`config.mk`:
```
export PLATFORM = sky130hd
export DESIGN_NAME = hcdir_ctrl
export DESIGN_NICKNAME = d
export VERILOG_FILES = /design/src/rtl/hcdir_pkg.sv /design/src/rtl/hcdir_copy_table.sv /design/src/rtl/hcdir_line_state.sv /design/src/rtl/hcdir_ctrl.sv
export SDC_FILE = /design/constraint.sdc
export NUM_CORES = 1
export LEC_CHECK = 0
export BUFFER_PORTS_ARGS = -buffer_cell sky130_fd_sc_hd__buf_2
export CORE_MARGIN = 5
export CORE_UTILIZATION = 55
export DETAILED_ROUTE_END_ITERATION = 16
export GPL_TIMING_DRIVEN = 0
export PLACE_DENSITY = 0.71
export RECOVER_POWER = 50
export SLEW_MARGIN = 20
export SYNTH_ARGS = -nofsm -noshare
export SYNTH_HDL_FRONTEND = slang
export SYNTH_SLANG_ARGS = --single-unit
export TNS_END_PERCENT = 20
```
`constraint.sdc`:
```
create_clock -name clk -period 4.8 [get_ports clk]
set_input_delay 0.48 -clock clk [delete_from_list [all_inputs] [get_ports clk]]
set_output_delay 0.48 -clock clk [all_outputs]
set_load 0.01 [all_outputs]
```
`src/rtl/hcdir_pkg.sv`:
```
package hcdir_pkg;

  typedef enum logic [1:0] {
    OP_READ    = 2'd0,
    OP_WRITE   = 2'd1,
    OP_CLEANUP = 2'd2,
    OP_NONE    = 2'd3
  } req_op_e;

  typedef enum logic {
    KIND_UPDATE    = 1'b0,
    KIND_BCAST_INV = 1'b1
  } cmd_kind_e;

  typedef enum logic {
    MODE_LIST  = 1'b0,
    MODE_COUNT = 1'b1
  } line_mode_e;

  typedef enum logic [2:0] {
    ST_IDLE,
    ST_LOOKUP,
    ST_RD_WALK,
    ST_SPILL,
    ST_CL_WALK,
    ST_WR_WALK,
    ST_WR_BCAST
  } fsm_e;

endpackage

```
`src/rtl/hcdir_copy_table.sv`:
```
module hcdir_copy_table
  import hcdir_pkg::*;
#(
  parameter int DEPTH = 16,
  parameter int ID_W  = 13,
  localparam int PTR_W = $clog2(DEPTH)
) (
  input  logic             clk,
  input  logic             rst_n,
  // combinational read port
  input  logic [PTR_W-1:0] rd_ptr,
  output logic [ID_W-1:0]  rd_id,
  output logic [PTR_W-1:0] rd_next,
  output logic             rd_last,
  // free stack head
  output logic [PTR_W-1:0] free_head,
  output logic             free_empty,
  // pop the free head and fill it
  input  logic             alloc_en,
  input  logic [ID_W-1:0]  alloc_id,
  input  logic [PTR_W-1:0] alloc_next,
  input  logic             alloc_last,
  // push one entry back on the free stack
  input  logic             rel_en,
  input  logic [PTR_W-1:0] rel_ptr,
  // relink one entry
  input  logic             lnk_en,
  input  logic [PTR_W-1:0] lnk_ptr,
  input  logic [PTR_W-1:0] lnk_next,
  input  logic             lnk_last
);

  logic [ID_W-1:0]  ent_id   [DEPTH];
  logic [PTR_W-1:0] ent_next [DEPTH];
  logic             ent_last [DEPTH];

  logic [PTR_W-1:0] fhead_q, fhead_nx;
  logic             fempty_q, fempty_nx;

  assign rd_id      = ent_id[rd_ptr];
  assign rd_next    = ent_next[rd_ptr];
  assign rd_last    = ent_last[rd_ptr];
  assign free_head  = fhead_q;
  assign free_empty = fempty_q;

  always_comb begin
    fhead_nx  = fhead_q;
    fempty_nx = fempty_q;
    if (alloc_en) begin
      fhead_nx  = ent_next[fhead_q];
      fempty_nx = ent_last[fhead_q];
    end else if (rel_en) begin
      fhead_nx  = rel_ptr;
      fempty_nx = 1'b0;
    end
  end

  always_ff @(posedge clk or negedge rst_n) begin
    if (!rst_n) begin
      fhead_q  <= '0;
      fempty_q <= 1'b0;
    end else if (alloc_en || rel_en) begin
      fhead_q  <= fhead_nx;
      fempty_q <= fempty_nx;
    end
  end

  // entry storage; reset threads every entry onto the free stack
  always_ff @(posedge clk or negedge rst_n) begin
    if (!rst_n) begin
      for (int i = 0; i < DEPTH; i++) begin
        ent_id[i]   <= '0;
        ent_next[i] <= (i == DEPTH - 1) ? '0 : PTR_W'(i + 1);
        ent_last[i] <= (i == DEPTH - 1);
      end
    end else begin
      if (alloc_en) begin
        ent_id[fhead_q]   <= alloc_id;
        ent_next[fhead_q] <= alloc_next;
        ent_last[fhead_q] <= alloc_last;
      end
      if (rel_en) begin
        ent_next[rel_ptr] <= fhead_q;
        ent_last[rel_ptr] <= fempty_q;
      end
      if (lnk_en) begin
        ent_next[lnk_ptr] <= lnk_next;
        ent_last[lnk_ptr] <= lnk_last;
      end
    end
  end

  p_alloc_needs_free_r6 : assert property (@(posedge clk) disable iff (!rst_n)
    alloc_en |-> !fempty_q);

  p_no_double_release_r4 : assert property (@(posedge clk) disable iff (!rst_n)
    rel_en |-> (fempty_q || rel_ptr != fhead_q));

  p_single_stack_op_r5 : assert property (@(posedge clk) disable iff (!rst_n)
    !(alloc_en && rel_en));

endmodule

```
`src/rtl/hcdir_line_state.sv`:
```
module hcdir_line_state
  import hcdir_pkg::*;
#(
  parameter int LINES  = 8,
  parameter int DEPTH  = 16,
  parameter int CNT_W  = 14,
  parameter int THRESH = 4,
  localparam int LINE_W = $clog2(LINES),
  localparam int PTR_W  = $clog2(DEPTH)
) (
  input  logic              clk,
  input  logic              rst_n,
  input  logic [LINE_W-1:0] rd_line,
  output line_mode_e        rd_mode,
  output logic [PTR_W-1:0]  rd_head,
  output logic [CNT_W-1:0]  rd_cnt,
  input  logic              wr_en,
  input  logic [LINE_W-1:0] wr_line,
  input  line_mode_e        wr_mode,
  input  logic [PTR_W-1:0]  wr_head,
  input  logic [CNT_W-1:0]  wr_cnt
);

  logic [LINES-1:0]            mode_all;
  logic [LINES-1:0][PTR_W-1:0] head_all;
  logic [LINES-1:0][CNT_W-1:0] cnt_all;

  for (genvar g = 0; g < LINES; g++) begin : g_line
    line_mode_e       mode_q;
    logic [PTR_W-1:0] head_q;
    logic [CNT_W-1:0] cnt_q;
    logic             line_we;

    assign line_we = wr_en && (wr_line == LINE_W'(g));

    always_ff @(posedge clk or negedge rst_n) begin
      if (!rst_n) begin
        mode_q <= MODE_LIST;
        head_q <= '0;
        cnt_q  <= '0;
      end else if (line_we) begin
        mode_q <= wr_mode;
        head_q <= wr_head;
        cnt_q  <= wr_cnt;
      end
    end

    assign mode_all[g] = mode_q;
    assign head_all[g] = head_q;
    assign cnt_all[g]  = cnt_q;
  end

  assign rd_mode = line_mode_e'(mode_all[rd_line]);
  assign rd_head = head_all[rd_line];
  assign rd_cnt  = cnt_all[rd_line];

  p_list_bound_r5 : assert property (@(posedge clk) disable iff (!rst_n)
    (wr_en && wr_mode == MODE_LIST) |-> (int'(wr_cnt) <= THRESH));

  p_count_nonzero_r8 : assert property (@(posedge clk) disable iff (!rst_n)
    (wr_en && wr_mode == MODE_COUNT) |-> (wr_cnt != '0));

endmodule

```
`src/rtl/hcdir_ctrl.sv`:
```
module hcdir_ctrl
  import hcdir_pkg::*;
#(
  parameter int LINES  = 8,
  parameter int DEPTH  = 16,
  parameter int ID_W   = 13,
  parameter int CNT_W  = 14,
  parameter int THRESH = 4,
  localparam int LINE_W = $clog2(LINES),
  localparam int PTR_W  = $clog2(DEPTH)
) (
  input  logic              clk,
  input  logic              rst_n,
  input  logic              req_valid,
  output logic              req_ready,
  input  logic [1:0]        req_op,
  input  logic [LINE_W-1:0] req_line,
  input  logic [ID_W-1:0]   req_id,
  output logic              cmd_valid,
  input  logic              cmd_ready,
  output logic              cmd_kind,
  output logic [LINE_W-1:0] cmd_line,
  output logic [ID_W-1:0]   cmd_id
);

  localparam logic [CNT_W-1:0] CNT_MAX = '1;
  localparam logic [CNT_W-1:0] CNT_ONE = CNT_W'(1);
  localparam logic [CNT_W-1:0] CNT_THR = CNT_W'(THRESH);

  fsm_e              st_q, st_nx;
  req_op_e           op_q, op_nx;
  logic [LINE_W-1:0] line_q, line_nx;
  logic [ID_W-1:0]   id_q, id_nx;
  logic [PTR_W-1:0]  cur_q, cur_nx;
  logic [PTR_W-1:0]  prev_q, prev_nx;
  logic              prev_vld_q, prev_vld_nx;

  // line state
  line_mode_e        d_mode;
  logic [PTR_W-1:0]  d_head;
  logic [CNT_W-1:0]  d_cnt;
  logic              dw_en;
  line_mode_e        dw_mode;
  logic [PTR_W-1:0]  dw_head;
  logic [CNT_W-1:0]  dw_cnt;

  // copy table
  logic [ID_W-1:0]   ct_id;
  logic [PTR_W-1:0]  ct_next;
  logic              ct_last;
  logic [PTR_W-1:0]  free_head;
  logic              free_empty;
  logic              alloc_en, alloc_last;
  logic [PTR_W-1:0]  alloc_next;
  logic              rel_en;
  logic [PTR_W-1:0]  rel_ptr;
  logic              lnk_en, lnk_last;
  logic [PTR_W-1:0]  lnk_ptr, lnk_next;

  logic              hit;
  logic              list_full;

  hcdir_line_state #(
    .LINES (LINES),
    .DEPTH (DEPTH),
    .CNT_W (CNT_W),
    .THRESH(THRESH)
  ) i_lines (
    .clk    (clk),
    .rst_n  (rst_n),
    .rd_line(line_q),
    .rd_mode(d_mode),
    .rd_head(d_head),
    .rd_cnt (d_cnt),
    .wr_en  (dw_en),
    .wr_line(line_q),
    .wr_mode(dw_mode),
    .wr_head(dw_head),
    .wr_cnt (dw_cnt)
  );

  hcdir_copy_table #(
    .DEPTH(DEPTH),
    .ID_W (ID_W)
  ) i_table (
    .clk       (clk),
    .rst_n     (rst_n),
    .rd_ptr    (cur_q),
    .rd_id     (ct_id),
    .rd_next   (ct_next),
    .rd_last   (ct_last),
    .free_head (free_head),
    .free_empty(free_empty),
    .alloc_en  (alloc_en),
    .alloc_id  (id_q),
    .alloc_next(alloc_next),
    .alloc_last(alloc_last),
    .rel_en    (rel_en),
    .rel_ptr   (rel_ptr),
    .lnk_en    (lnk_en),
    .lnk_ptr   (lnk_ptr),
    .lnk_next  (lnk_next),
    .lnk_last  (lnk_last)
  );

  assign hit       = (ct_id == id_q);
  assign list_full = (d_cnt >= CNT_THR) || free_empty;

  assign req_ready = (st_q == ST_IDLE);
  assign cmd_valid = ((st_q == ST_WR_WALK) && !hit) || (st_q == ST_WR_BCAST);
  assign cmd_kind  = (st_q == ST_WR_BCAST) ? KIND_BCAST_INV : KIND_UPDATE;
  assign cmd_line  = line_q;
  assign cmd_id    = (st_q == ST_WR_BCAST) ? id_q : ct_id;

  always_comb begin
    st_nx       = st_q;
    op_nx       = op_q;
    line_nx     = line_q;
    id_nx       = id_q;
    cur_nx      = cur_q;
    prev_nx     = prev_q;
    prev_vld_nx = prev_vld_q;
    dw_en       = 1'b0;
    dw_mode     = d_mode;
    dw_head     = d_head;
    dw_cnt      = d_cnt;
    alloc_en    = 1'b0;
    alloc_next  = d_head;
    alloc_last  = 1'b0;
    rel_en      = 1'b0;
    rel_ptr     = cur_q;
    lnk_en      = 1'b0;
    lnk_ptr     = prev_q;
    lnk_next    = ct_next;
    lnk_last    = ct_last;

    unique case (st_q)
      ST_IDLE: begin
        if (req_valid) begin
          op_nx   = req_op_e'(req_op);
          line_nx = req_line;
          id_nx   = req_id;
          st_nx   = ST_LOOKUP;
        end
      end

      ST_LOOKUP: begin
        cur_nx      = d_head;
        prev_vld_nx = 1'b0;
        st_nx       = ST_IDLE;
        unique case (op_q)
          OP_READ: begin
            if (d_mode == MODE_COUNT) begin
              dw_en  = 1'b1;
              dw_cnt = (d_cnt == CNT_MAX) ? d_cnt : d_cnt + CNT_ONE;
            end else if (d_cnt == '0) begin
              dw_en  = 1'b1;
              dw_cnt = CNT_ONE;
              if (free_empty) begin
                dw_mode = MODE_COUNT;
              end else begin
                alloc_en   = 1'b1;
                alloc_last = 1'b1;
                dw_head    = free_head;
              end
            end else begin
              st_nx = ST_RD_WALK;
            end
          end
          OP_CLEANUP: begin
            if (d_mode == MODE_COUNT) begin
              dw_en  = 1'b1;
              dw_cnt = d_cnt - CNT_ONE;
              if (d_cnt == CNT_ONE) dw_mode = MODE_LIST;
            end else if (d_cnt != '0) begin
              st_nx = ST_CL_WALK;
            end
          end
          OP_WRITE: begin
            if (d_mode == MODE_COUNT) st_nx = ST_WR_BCAST;
            else if (d_cnt != '0)     st_nx = ST_WR_WALK;
          end
          default: st_nx = ST_IDLE;
        endcase
      end

      // duplicate search, then append or spill into count mode
      ST_RD_WALK: begin
        if (hit) begin
          st_nx = ST_IDLE;
        end else if (!ct_last) begin
          cur_nx = ct_next;
        end else begin
          dw_en  = 1'b1;
          dw_cnt = d_cnt + CNT_ONE;
          if (list_full) begin
            dw_mode = MODE_COUNT;
            cur_nx  = d_head;
            st_nx   = ST_SPILL;
          end else begin
            alloc_en   = 1'b1;
            alloc_next = d_head;
            alloc_last = 1'b0;
            dw_head    = free_head;
            st_nx      = ST_IDLE;
          end
        end
      end

      // hand the abandoned chain back, one entry per cycle
      ST_SPILL: begin
        rel_en = 1'b1;
        if (ct_last) st_nx = ST_IDLE;
        else         cur_nx = ct_next;
      end

      ST_CL_WALK: begin
        if (hit) begin
          rel_en = 1'b1;
          dw_en  = 1'b1;
          dw_cnt = d_cnt - CNT_ONE;
          if (prev_vld_q) lnk_en  = 1'b1;
          else            dw_head = ct_next;
          st_nx = ST_IDLE;
        end else if (ct_last) begin
          st_nx = ST_IDLE;
        end else begin
          prev_nx     = cur_q;
          prev_vld_nx = 1'b1;
          cur_nx      = ct_next;
        end
      end

      ST_WR_WALK: begin
        if (hit || cmd_ready) begin
          if (ct_last) st_nx = ST_IDLE;
          else         cur_nx = ct_next;
        end
      end

      ST_WR_BCAST: begin
        if (cmd_ready) begin
          dw_en   = 1'b1;
          dw_mode = MODE_LIST;
          dw_cnt  = '0;
          st_nx   = ST_IDLE;
        end
      end

      default: st_nx = ST_IDLE;
    endcase
  end

  always_ff @(posedge clk or negedge rst_n) begin
    if (!rst_n) begin
      st_q       <= ST_IDLE;
      op_q       <= OP_NONE;
      line_q     <= '0;
      id_q       <= '0;
      cur_q      <= '0;
      prev_q     <= '0;
      prev_vld_q <= 1'b0;
    end else begin
      st_q       <= st_nx;
      op_q       <= op_nx;
      line_q     <= line_nx;
      id_q       <= id_nx;
      cur_q      <= cur_nx;
      prev_q     <= prev_nx;
      prev_vld_q <= prev_vld_nx;
    end
  end

  p_cmd_hold_r9 : assert property (@(posedge clk) disable iff (!rst_n)
    (cmd_valid && !cmd_ready) |=>
      (cmd_valid && $stable(cmd_id) && $stable(cmd_kind) && $stable(cmd_line)));

  p_bcast_ends_r7 : assert property (@(posedge clk) disable iff (!rst_n)
    (cmd_valid && cmd_ready && cmd_kind == KIND_BCAST_INV) |=> req_ready);

endmodule

```
==> flow_metrics.tcl <==
set metrics [dict create \
    fill_cells 3877 \
    worst_ep_required_time_ps 5270 \
    crit_fanout 10 \
    synthArstFlopShare_pct 100 \
    cp-end-kind "register" \
    outcome "finished, violations left" \
    cts_tree "done" \
    core_um2 48700 \
    first_global_vias 22202 \
    initial_core_util_pct 55.4 \
    max_clock_freq_mhz 211 \
    final_cells 3227 \
    power_density_nw_per_um2 686 \
    hold_path_class "input port to register" \
    drc 0 \
    maxCapViolations 1 \
    startpoint_type "register" \
    antenna_found_initial 0 \
    port_buffers 40 \
    vias_per_cell 6.84 \
    drt_iter0_drc 2692 \
    cp-startpoint "cmd_line[0]" \
    grtUsageTotal_pct 34.4 \
    syn_to_final_growth_pct 13.4 \
    die_y_um 232 \
    power.total_uw 21000 \
    root_buffer "clkbuf_16" \
    first_pass_iters 6 \
    cts_buffer_depth 3 \
    synth_edf_count 0 \
    synth_ff_type "dfrtp_1" \
    route.vias.total 22075 \
    grt_overflow_total 0 \
    layout.nets 2547 \
    max_slew_margin_pct -67.0 \
    setup_viol 0 \
    critPathCapture "cur_q[0]" \
    synth_seq_cells 475 \
    critPathKind "register to register" \
    num_io_pins 41 \
    place_congestion 1.02 \
    drv_slew 40 \
    yosys-top-cells-area "dfrtp_1 (41%), mux2_2 (14%), mux4_2 (7.3%)" \
    min_period_ps 4750 \
    violations "max-capacitance violations, max-slew violations" \
    placed_cells 3107 \
    diodes 0 \
    power.leakage_uw 0.0133 \
    drt_wl_total_um 93400 \
    place_area_um2 28200 \
    ys_warn_count 0 \
    wl_met3_um 9510 \
    tightest_slew_ps 2500 \
    clkLatencyLatePin_ps 630 \
    cts_made_buffers 52 \
    synth_cell_types 104 \
    ir_worst_vdd_mv 0.433 \
    ant_nets 0 \
    rr_endpoint "cur_q[0]" \
    dp_slack_ps -1110 \
    synth_top_area_share_pct 40.8 \
    rsz0062_at_grt "yes" \
    reg2regPathDepth 10 \
    finalCritPeriodShare_pct 98.9 \
    timing.rr.start "cmd_line[0]" \
    fin_skew_ps 38.0 \
    worstHoldPathCells 3 \
    wl_met1_um 37800 \
    synth_fp_nets 2420 \
    r2r_slack_ps 50 \
    synth.yosys.seq_area_share_pct 44.2 \
    hold_viol 0 \
    grt_pass1_wl_um 140000 \
    final_area_um2 30600 \
    clk_pin_slew_ps 60 \
    met2_length_um 41200 \
    dieArea_um2 53600 \
    synth_area_um2 27000 \
    clock_sinks 475 \
    grt_max_degree 111 \
    final_util_pct 62.8 \
    die_x_um 232 \
    syn_avg_cell_area_um2 11.3 \
    dr.max_layer_used "met4" \
    crit_arrival_ps 5220 \
    row_count 81 \
    avgRoutedWirePerCell_um 29.0 \
    postLayoutSetupSlackWorst_ps 53.3 \
    netlist_instances 2392 \
    h-tree-depth 2 \
    drive_gt1_share_pct 32.0 \
    yosysTopAreaCell "dfrtp_1" \
    place_hpwl_um 64200 \
]
## flip-flops by register name (all words and copies together) (netlist names)
register / flops
cmd_line: 3
cur_q: 4
i_lines.g_line.cnt_q: 112
i_lines.g_line.head_q: 32
i_lines.g_line.mode_q: 8
i_table.ent_id: 208
i_table.ent_last: 16
i_table.ent_next: 64
i_table.free_empty: 1
i_table.free_head: 4
id_q: 13
lnk_ptr: 4
op_q: 2
prev_vld_q: 1
st_q: 3
## per-layer routing
| layer | vias to the layer above | track usage [%] |
|---|---|---|
| li1 | 9199 | - |
| met1 | 11200 | 47.6 |
| met2 | 1362 | 51.4 |
| met3 | 314 | 8.40 |
| met4 | 0 | 16.3 |
| met5 | - | 0 |
## cell usage after synthesis (5+ instances only)
cell      count
buf_1        23
clkbuf_1    107
nand2_1     120
a221o_1      30
or2_2         8
o22ai_1      28
a221oi_1     31
buf_2        64
nand2b_1     20
nor3_1       26
inv_1        30
xor2_1       16
a21oi_1     225
and2_1       10
or3_1         6
a22o_1       10
o21ai_0      47
o211ai_1      8
o31ai_1       7
mux2i_1     104
a31oi_1       8
o31a_1       14
nor2_1      191
a22oi_1      23
nor4_4        5
a211oi_1     52
buf_6        11
and3_1       21
xnor2_1      15
buf_4         7
a21boi_0      8
and4_1        7
nand4_1       8
mux4_2       87
mux2_2      329
a211o_1       8
ha_1          6
nor4_1       14
nor3_4        7
dfstp_2      35
dfrtp_1     440
nor2b_1      13
nand3_1      42
a21o_1       14
## layout by cell type (no fill, tap or decap), types with 9 or more instances in the layout
cell type	netlist	routed
mux2i_1	104	98
a22oi_1	23	22
nor3_4	7	10
clkbuf_4	0	11
buf_4	7	44
nand2_1	120	118
a221oi_1	31	28
nor2_1	191	187
a22o_1	10	10
mux4_2	87	87
buf_2	64	82
nand3_1	42	39
dfstp_2	35	35
nor2b_1	13	12
a221o_1	30	28
a21oi_1	225	224
and2_1	10	10
o21ai_0	47	43
o22ai_1	28	27
xnor2_1	15	15
buf_6	11	13
a21o_1	14	14
dfrtp_1	440	440
xor2_1	16	16
nand2b_1	20	19
o31a_1	14	14
inv_1	30	28
clkinv_2	0	12
nor3_1	26	23
clkbuf_8	0	9
clkbuf_2	1	18
a211oi_1	52	50
nor4_1	14	12
mux2_2	329	329
clkbuf_1	107	101
and3_1	21	21
clkbuf_16	0	53
buf_1	23	19
## through the flow
stage	hold slack [ps]	setup TNS, ps
floorplan	184	0
global placement	466	-3063850
detailed placement	397	-261540
CTS	34.6	-8.09
global route	73.6	-41.6
finish	56.8	0
## repair_timing
action                                  CTS  global route
hold buffers                              1             0
endpoints found under the hold margin    33             0
pin swaps                                10             9
endpoints found under the setup margin  456           385
buffers inserted                         14            11
resized for setup                        58            66
## worst min path at each step
stage,startpoint,end,slack (ps)
2_1_floorplan,rst_n,cmd_line[0],180
4_1_cts,req_line[2],cmd_line[2],30
5_1_grt,req_line[2],cmd_line[2],70
6_report,req_line[2],cmd_line[2],60
3_5_place_dp,rst_n,st_q[0],400
3_3_place_gp,i_table.ent_id[9],i_table.ent_id[9],470
## worst max-delay path, stage by stage (launching register included)
cell and delay (ps):
dfrtp_1 350, buf_2 260, buf_4 240, clkbuf_4 260
buf_4 250, clkdlybuf4s15_2 550, mux4_2 610, mux2i_2 800
clkbuf_1 720, o22ai_1 190, mux2_2 330
## where the power goes
| group | switching [uW] | internal [uW] |
|---|---|---|
| registers | 569 | 4950 |
| logic | 7370 | 3890 |
| clock network | 1770 | 2450 |
## final cells by class
type                    instances  area (um2)  area share, %
plain buffers                 209        1110           3.63
clock buffers                  75        1500           4.90
clock inverters                23         302          0.985
inverters                      33         128          0.417
multi-input cells            1671       14200           46.5
flip-flops and latches        475       11900           39.0
well taps                     664         831           2.71
repair buffers                 77         578           1.89
## cells by family (layout without fill, tap and decap cells)
group / Yosys count / after routing / synth area share (%)
compound gates: 578 / 578 / 15.1
simple gates: 531 / 531 / 10.2
mux: 525 / 525 / 25.1
flops: 475 / 475 / 44.2
buf+inv: 246 / 417 / 4.12
xor+xnor: 31 / 31 / 1.01
fa+ha+maj: 6 / 6 / 0.278
Note: power is estimated with default switching activity, not from simulation.
